$ cat config.mk
export PLATFORM = sky130hd
export DESIGN_NAME = mpipe_mul
export DESIGN_NICKNAME = d
export VERILOG_FILES = /design/src/rtl/mpipe_pkg.sv /design/src/rtl/mpipe_pp.sv /design/src/rtl/mpipe_ctrl.sv /design/src/rtl/mpipe_mul.sv
export SDC_FILE = /design/constraint.sdc
export NUM_CORES = 1
export LEC_CHECK = 0
export ABC_AREA = 1
export BUFFER_PORTS_ARGS = -buffer_cell sky130_fd_sc_hd__buf_2
export CAP_MARGIN = 5
export CORE_MARGIN = 2
export CORE_UTILIZATION = 40
export DETAILED_ROUTE_END_ITERATION = 10
export PLACE_DENSITY = 0.64
export SLEW_MARGIN = 20
export SYNTH_ARGS = -nofsm -noshare
export SYNTH_HDL_FRONTEND = slang
export SYNTH_SLANG_ARGS = --single-unit
$ cat constraint.sdc
create_clock -name clk -period 6.45 [get_ports clk]
set_input_delay 1.935 -clock clk [delete_from_list [all_inputs] [get_ports clk]]
set_output_delay 1.935 -clock clk [all_outputs]
set_load 0.005 [all_outputs]
$ cat src/rtl/mpipe_pkg.sv
package mpipe_pkg;

    // cycles a double holds each slot it enters
    localparam int DP_OCC = 2;
    localparam int HOLD_W = (DP_OCC > 2) ? $clog2(DP_OCC) : 1;

    typedef enum logic {
        PREC_SP = 1'b0,
        PREC_DP = 1'b1
    } prec_e;

    typedef struct packed {
        logic              vld;
        prec_e             prec;
        logic [HOLD_W-1:0] hold;
    } slot_stat_t;

endpackage

$ cat src/rtl/mpipe_pp.sv
// One partial-product step: (a * b) shifted into place in the product width.
module mpipe_pp #(
    parameter int AW = 16,
    parameter int BW = 8,
    parameter int SH = 0,
    parameter int PW = 32
) (
    input  logic [AW-1:0] a,
    input  logic [BW-1:0] b,
    output logic [PW-1:0] p
);
    logic [AW+BW-1:0] raw;

    always_comb begin
        raw = a * b;
    end

    assign p = PW'(raw) << SH;
endmodule

$ cat src/rtl/mpipe_ctrl.sv
// Issue control: decides acceptance, draining and precision-switch discards.
module mpipe_ctrl
    import mpipe_pkg::*;
#(
    parameter int NS = 2
) (
    input  slot_stat_t [NS-1:0] stat,
    input  logic                iss_vld,
    input  prec_e               iss_prec,
    input  logic                flush,
    output logic                busy,
    output logic                take_new,
    output logic                push,
    output logic                drop_old,
    output logic                drop_young,
    output logic                empty
);
    logic [NS-1:0] live;
    logic [NS-1:0] held;
    logic          prec_switch;

    for (genvar g = 0; g < NS; g++) begin : g_slot
        assign live[g] = stat[g].vld;
        assign held[g] = stat[g].vld && (stat[g].prec == PREC_DP) && (stat[g].hold != '0);
    end

    always_comb begin
        busy        = |held;
        empty       = ~|live;
        take_new    = iss_vld && !flush && !busy;
        push        = take_new || (flush && !busy && !empty);
        prec_switch = take_new && stat[0].vld && (stat[0].prec != iss_prec);
        drop_old    = prec_switch && (iss_prec == PREC_DP);
        drop_young  = prec_switch && (iss_prec == PREC_SP);
    end
endmodule

$ cat src/rtl/mpipe_mul.sv
module mpipe_mul
    import mpipe_pkg::*;
#(
    parameter int DW = 16,
    parameter int SW = 8,
    parameter int TW = 4
) (
    input  logic            clk,
    input  logic            rst,
    input  logic            iss_vld,
    input  logic            iss_dp,
    input  logic [DW-1:0]   iss_a,
    input  logic [DW-1:0]   iss_b,
    input  logic [TW-1:0]   iss_tag,
    input  logic            flush,
    output logic            busy,
    output logic            res_vld,
    output logic [2*DW-1:0] res_data,
    output logic [TW-1:0]   res_tag,
    output logic            flush_done
);
    localparam int NS = 2;
    localparam int H  = DW / 2;
    localparam int PW = 2 * DW;
    localparam logic [HOLD_W-1:0] HOLD_LOAD = HOLD_W'(DP_OCC - 1);
    localparam logic [DW-1:0] OP_MASK = {{(DW-SW){1'b0}}, {SW{1'b1}}};
    localparam logic [PW-1:0] PR_MASK = {{(PW-2*SW){1'b0}}, {(2*SW){1'b1}}};

    typedef struct packed {
        slot_stat_t [NS-1:0] stat;
        logic [DW-1:0]       s0_a;
        logic [DW-H-1:0]     s0_bhi;
        logic [PW-1:0]       s0_acc;
        logic [PW-1:0]       s1_acc;
        logic                r_vld;
        logic [PW-1:0]       r_data;
        logic [TW-1:0]       r_tag;
    } st_t;

    st_t st_d, st_q;

    prec_e         iss_prec;
    logic          take_new, push, drop_old, drop_young, empty;
    logic [DW-1:0] a_in, b_in;
    logic [PW-1:0] lo_p, hi_p, fin_p;

    assign iss_prec = iss_dp ? PREC_DP : PREC_SP;
    assign a_in     = iss_dp ? iss_a : (iss_a & OP_MASK);
    assign b_in     = iss_dp ? iss_b : (iss_b & OP_MASK);

    mpipe_ctrl #(.NS(NS)) u_ctrl (
        .stat       (st_q.stat),
        .iss_vld    (iss_vld),
        .iss_prec   (iss_prec),
        .flush      (flush),
        .busy       (busy),
        .take_new   (take_new),
        .push       (push),
        .drop_old   (drop_old),
        .drop_young (drop_young),
        .empty      (empty)
    );

    // step 1: low half of the multiplier
    mpipe_pp #(.AW(DW), .BW(H), .SH(0), .PW(PW)) u_pp_lo (
        .a (a_in),
        .b (b_in[H-1:0]),
        .p (lo_p)
    );

    // step 2: high half of the multiplier
    mpipe_pp #(.AW(DW), .BW(DW-H), .SH(H), .PW(PW)) u_pp_hi (
        .a (st_q.s0_a),
        .b (st_q.s0_bhi),
        .p (hi_p)
    );

    // step 3: precision trim on the way into the result register
    assign fin_p = (st_q.stat[1].prec == PREC_DP) ? st_q.s1_acc : (st_q.s1_acc & PR_MASK);

    always_comb begin
        st_d       = st_q;
        st_d.r_vld = 1'b0;
        for (int i = 0; i < NS; i++) begin
            if (st_q.stat[i].hold != '0) begin
                st_d.stat[i].hold = st_q.stat[i].hold - HOLD_W'(1);
            end
        end
        if (push) begin
            st_d.r_vld          = st_q.stat[1].vld && !drop_old;
            st_d.r_data         = st_d.r_vld ? fin_p : '0;
            st_d.r_tag          = take_new ? iss_tag : '0;
            st_d.stat[1].vld    = st_q.stat[0].vld && !drop_young;
            st_d.stat[1].prec   = st_q.stat[0].prec;
            st_d.stat[1].hold   = (st_q.stat[0].prec == PREC_DP) ? HOLD_LOAD : '0;
            st_d.s1_acc         = st_q.s0_acc + hi_p;
            st_d.stat[0].vld    = take_new;
            st_d.stat[0].prec   = iss_prec;
            st_d.stat[0].hold   = iss_dp ? HOLD_LOAD : '0;
            st_d.s0_a           = a_in;
            st_d.s0_bhi         = b_in[DW-1:H];
            st_d.s0_acc         = lo_p;
        end
    end

    always_ff @(posedge clk) begin
        if (rst) begin
            st_q <= '0;
        end else begin
            st_q <= st_d;
        end
    end

    assign res_vld    = st_q.r_vld;
    assign res_data   = st_q.r_data;
    assign res_tag    = st_q.r_tag;
    assign flush_done = empty;
endmodule

==> flow_metrics.py <==
metrics = {
    "status": {
        "status": "completed",
    },
    "sta": {
        "finClkSkew_ps": 9.78,
        "grt_setup_unrepaired": "false",
        "finalCriticalPeriod_ps": 5980,
        "max_freq_mhz": 167,
        "slew_violations": 0,
        "worst_pin_slew_ps": 733,
        "tns_ps": 0,
        "hold_violations": 0,
        "period_share_pct": 92.7,
        "setup_viol": 0,
        "fin_ws_ps": 470,
        "slew_headroom_pct": 51.2,
    },
    "power": {
        "p_leak_nw": 8.57,
        "power_frac_seq_pct": 28.5,
        "power.internal_mw": 1.91,
        "irDropWorstVdd_v": 0.000153,
        "clockPowerShare_pct": 33.4,
        "switchingPower_mw": 1.17,
        "pwr-share-comb_pct": 38.1,
        "switching_share_pct": 38.1,
        "power_density_nw_per_um2": 204,
    },
    "die": {
        "pin_count": 80,
        "die_h_um": 191,
        "initial_core_util_pct": 40.4,
        "num_rows": 68,
        "dieWidth_um": 191,
        "dieArea_um2": 36300,
        "coreArea_um2": 34500,
    },
    "placement": {
        "gp_congestion": 0.926,
        "hpwl_mm": 29.5,
        "portBuffers": 79,
        "dp_worst_setup_slack_ps": 126,
    },
    "setup_path": {
        "worstSetupPathType": "reg2reg",
        "cp.depth": 24,
        "cp-endpoint": "st_q[63]",
        "worstPathArrival_ps": 6280,
        "crit_chain": "nand2_1 > fa_1 > inv_1 > fa_1 > fa_1 > inv_1 > fa_1 > inv_1 > ha_1 > a21oi_1 > nor2_1 > nor2_1 > o21ai_0 > a31oi_1 > xnor2_1 > ha_1 > nand2_1 > nand2_1 > a31oi_1 > nand2_1 > a31oi_1 > nor2_4 > xor2_1 > o21ai_1",
        "cp_slowest_cell": "dfxtp_1",
        "worstSetupStartpoint": "st_q[106]",
        "critPathRequiredTime_ps": 6750,
        "r2r_end": "st_q[63]",
        "r2r_cells": 24,
        "crit_fanout": 17,
        "critPathLaunchType": "flip-flop",
        "r2r_start": "st_q[106]",
        "crit_path_max_incr_delay_ps": 780,
        "cp_num_buf_inv": 3,
        "path_delay_family": "adder cells",
        "r2r_slack_ps": 470,
        "cp-end-kind": "flip-flop",
    },
    "global_route": {
        "overflow": 0,
        "grt_pass1_vias": 12000,
        "antenna_found_initial": 0,
        "grt_first_pass_wirelength_mm": 59.3,
        "grt_max_degree": 53,
        "grt_usage_pct": 20.6,
    },
    "clock_tree": {
        "clk_latency_ps": 430,
        "cts_buffer_depth": 2,
        "cts_hold_buffers": 0,
        "path_clk_slew_ps": 60,
        "post_cts_buffers": 0,
        "cts_tree": "built",
        "cts_made_buffers": 17,
        "cts_max_level": 4,
        "cts_sinks": 123,
        "cts_root_buf": "clkbuf_16",
        "cts_resized": 0,
    },
    "synth": {
        "synthTopCellsByArea": "fa_1 (24%), dfxtp_1 (18%), nand2_1 (13%)",
        "ys_types": 49,
        "synthCells": 1885,
        "synth.top_cell.area_share_pct": 24.3,
        "syn-num-nets": 2201,
        "synth_top_cell_by_area": "fa_1",
        "syn_area_um2": 13900,
        "synth_warnings": 0,
        "synth.avg_cell_area_um2": 7.39,
        "yosysSeqAreaShare_pct": 17.7,
        "ys_ff_latch": 123,
    },
    "layout": {
        "nNetsFinal": 2211,
        "drive_gt1_share_pct": 9.64,
        "fillers": 3528,
        "syn2layout_area_growth_pct": 8.30,
        "diodes": 0,
    },
    "drt": {
        "drc_errors": 0,
        "viasPerCell": 4.89,
        "wl_mm": 35.8,
        "wire_per_inst_um": 15.1,
        "ant_nets": 0,
        "vias": 11600,
        "firstDrtPassIters": 6,
        "drt_iter0_drc": 682,
    },
    "worst_hold_path": {
        "hold_path.class": "reg2reg",
    },
    "run": {
        "maxCapViolCount": 0,
    },
}
## synthesized netlist by cell type, drive strengths merged
cell type,count
nand2,507
inv,442
fa,169
dfxtp,123
ha,106
nor2,88
o21ai,77
a21oi,66
clkbuf,57
buf,54
nand3,48
a32o,21
xor2,21
o22ai,19
a22o,16
nand4,14
xnor2,10
nor3,8
a31oi,7
a21o,6
or2,6
o21bai,4
o211ai,3
and2,2
nand3b,2
nor4,2
o21a,2
a211oi,1
a221oi,1
a311oi,1
a31o,1
o2111ai,1
## layout by cell type (no fill, tap or decap), drive strengths merged, types with 6 or more instances in the layout
master / netlist / layout
o22ai: 19 / 19
nand3: 48 / 48
buf: 54 / 102
xnor2: 10 / 10
inv: 442 / 445
nand2: 507 / 507
nor3: 8 / 8
or2: 6 / 6
a21oi: 66 / 66
nor2: 88 / 88
ha: 106 / 106
clkbuf: 57 / 19
a31oi: 7 / 7
fa: 169 / 169
a21o: 6 / 6
nand4: 14 / 14
xor2: 21 / 21
o21ai: 77 / 77
a22o: 16 / 16
a32o: 21 / 21
dfxtp: 123 / 123
## metal layers
layer	vias up	GRT usage [%]	wire length (µm)
met2	216	36.9	17700
li1	5687	-	-
met5	-	0	0
met4	0	6.17	781
met3	46	2.13	1130
met1	5602	26.0	16100
## worst min path at each step
stage	startpoint	end	slack [ps]	cells past startpoint
6_report	st_q[68]	st_q[68]	460	2
5_1_grt	res_data[22]	res_data[22]	470	1
4_1_cts	st_q[67]	st_q[67]	460	2
3_5_place_dp	res_data[5]	res_data[5]	440	2
3_3_place_gp	res_data[3]	res_data[3]	440	2
2_1_floorplan	st_q[79]	st_q[79]	420	2
## flip-flops by register name, summed over array words and instances, names as in the netlist
register and flops:
st_q 86, res_vld 1, res_tag 4, res_data 32
## worst register-to-register path: stages, from the launching register on
cell	delay (ps)
dfxtp_1	780
nand2_1	170
fa_1	450
inv_1	80
fa_1	440
fa_1	500
inv_1	50
fa_1	490
inv_1	50
ha_1	350
a21oi_1	290
nor2_1	70
nor2_1	230
o21ai_0	160
a31oi_1	200
xnor2_1	170
ha_1	320
nand2_1	90
nand2_1	50
a31oi_1	140
nand2_1	70
a31oi_1	370
nor2_4	80
xor2_1	180
o21ai_1	70
## cell families after synthesis
logic type      synth area share (%)
simple gates                    20.3
buf+inv                         16.3
flops                           17.7
xor+xnor                        1.95
compound gates                  9.96
fa+ha+maj                       33.8
## power groups by stage
stage | Sequential [mW] | Clock [mW] | Combinational [mW]
floorplan | 0.857 | 0 | 0.904
finish | 0.877 | 1.03 | 1.17
CTS | 0.876 | 1.05 | 1.17
detailed placement | 0.892 | 0 | 1.16
global placement | 0.890 | 0 | 1.14
global route | 0.884 | 1.08 | 1.33
## per-stage QoR
stage | hold WS, ps | area [µm²] | utilization [%] | std cells | total power [mW]
after floorplan | 424 | 13900 | - | 1885 | 1.76
after global placement | 435 | 14500 | 42.0 | 2331 | 2.03
after detailed placement | 445 | 14500 | 42.0 | 2331 | 2.05
after CTS | 456 | 15100 | 43.8 | 2363 | 3.09
after global routing | 468 | 15100 | 43.8 | 2363 | 3.30
final | 455 | 15100 | 43.8 | 2363 | 3.08
## cell type report
| type | count | area (µm²) | area share [%] |
|---|---|---|---|
| clock inverters | 13 | 189 | 1.25 |
| repair buffers | 102 | 568 | 3.76 |
| flip-flops and latches | 123 | 2460 | 16.3 |
| clock buffers | 19 | 443 | 2.93 |
| multi-input cells | 1209 | 9200 | 61.0 |
| well taps | 455 | 569 | 3.77 |
| inverters | 442 | 1660 | 11.0 |
Note: power is estimated with default switching activity, not from simulation.
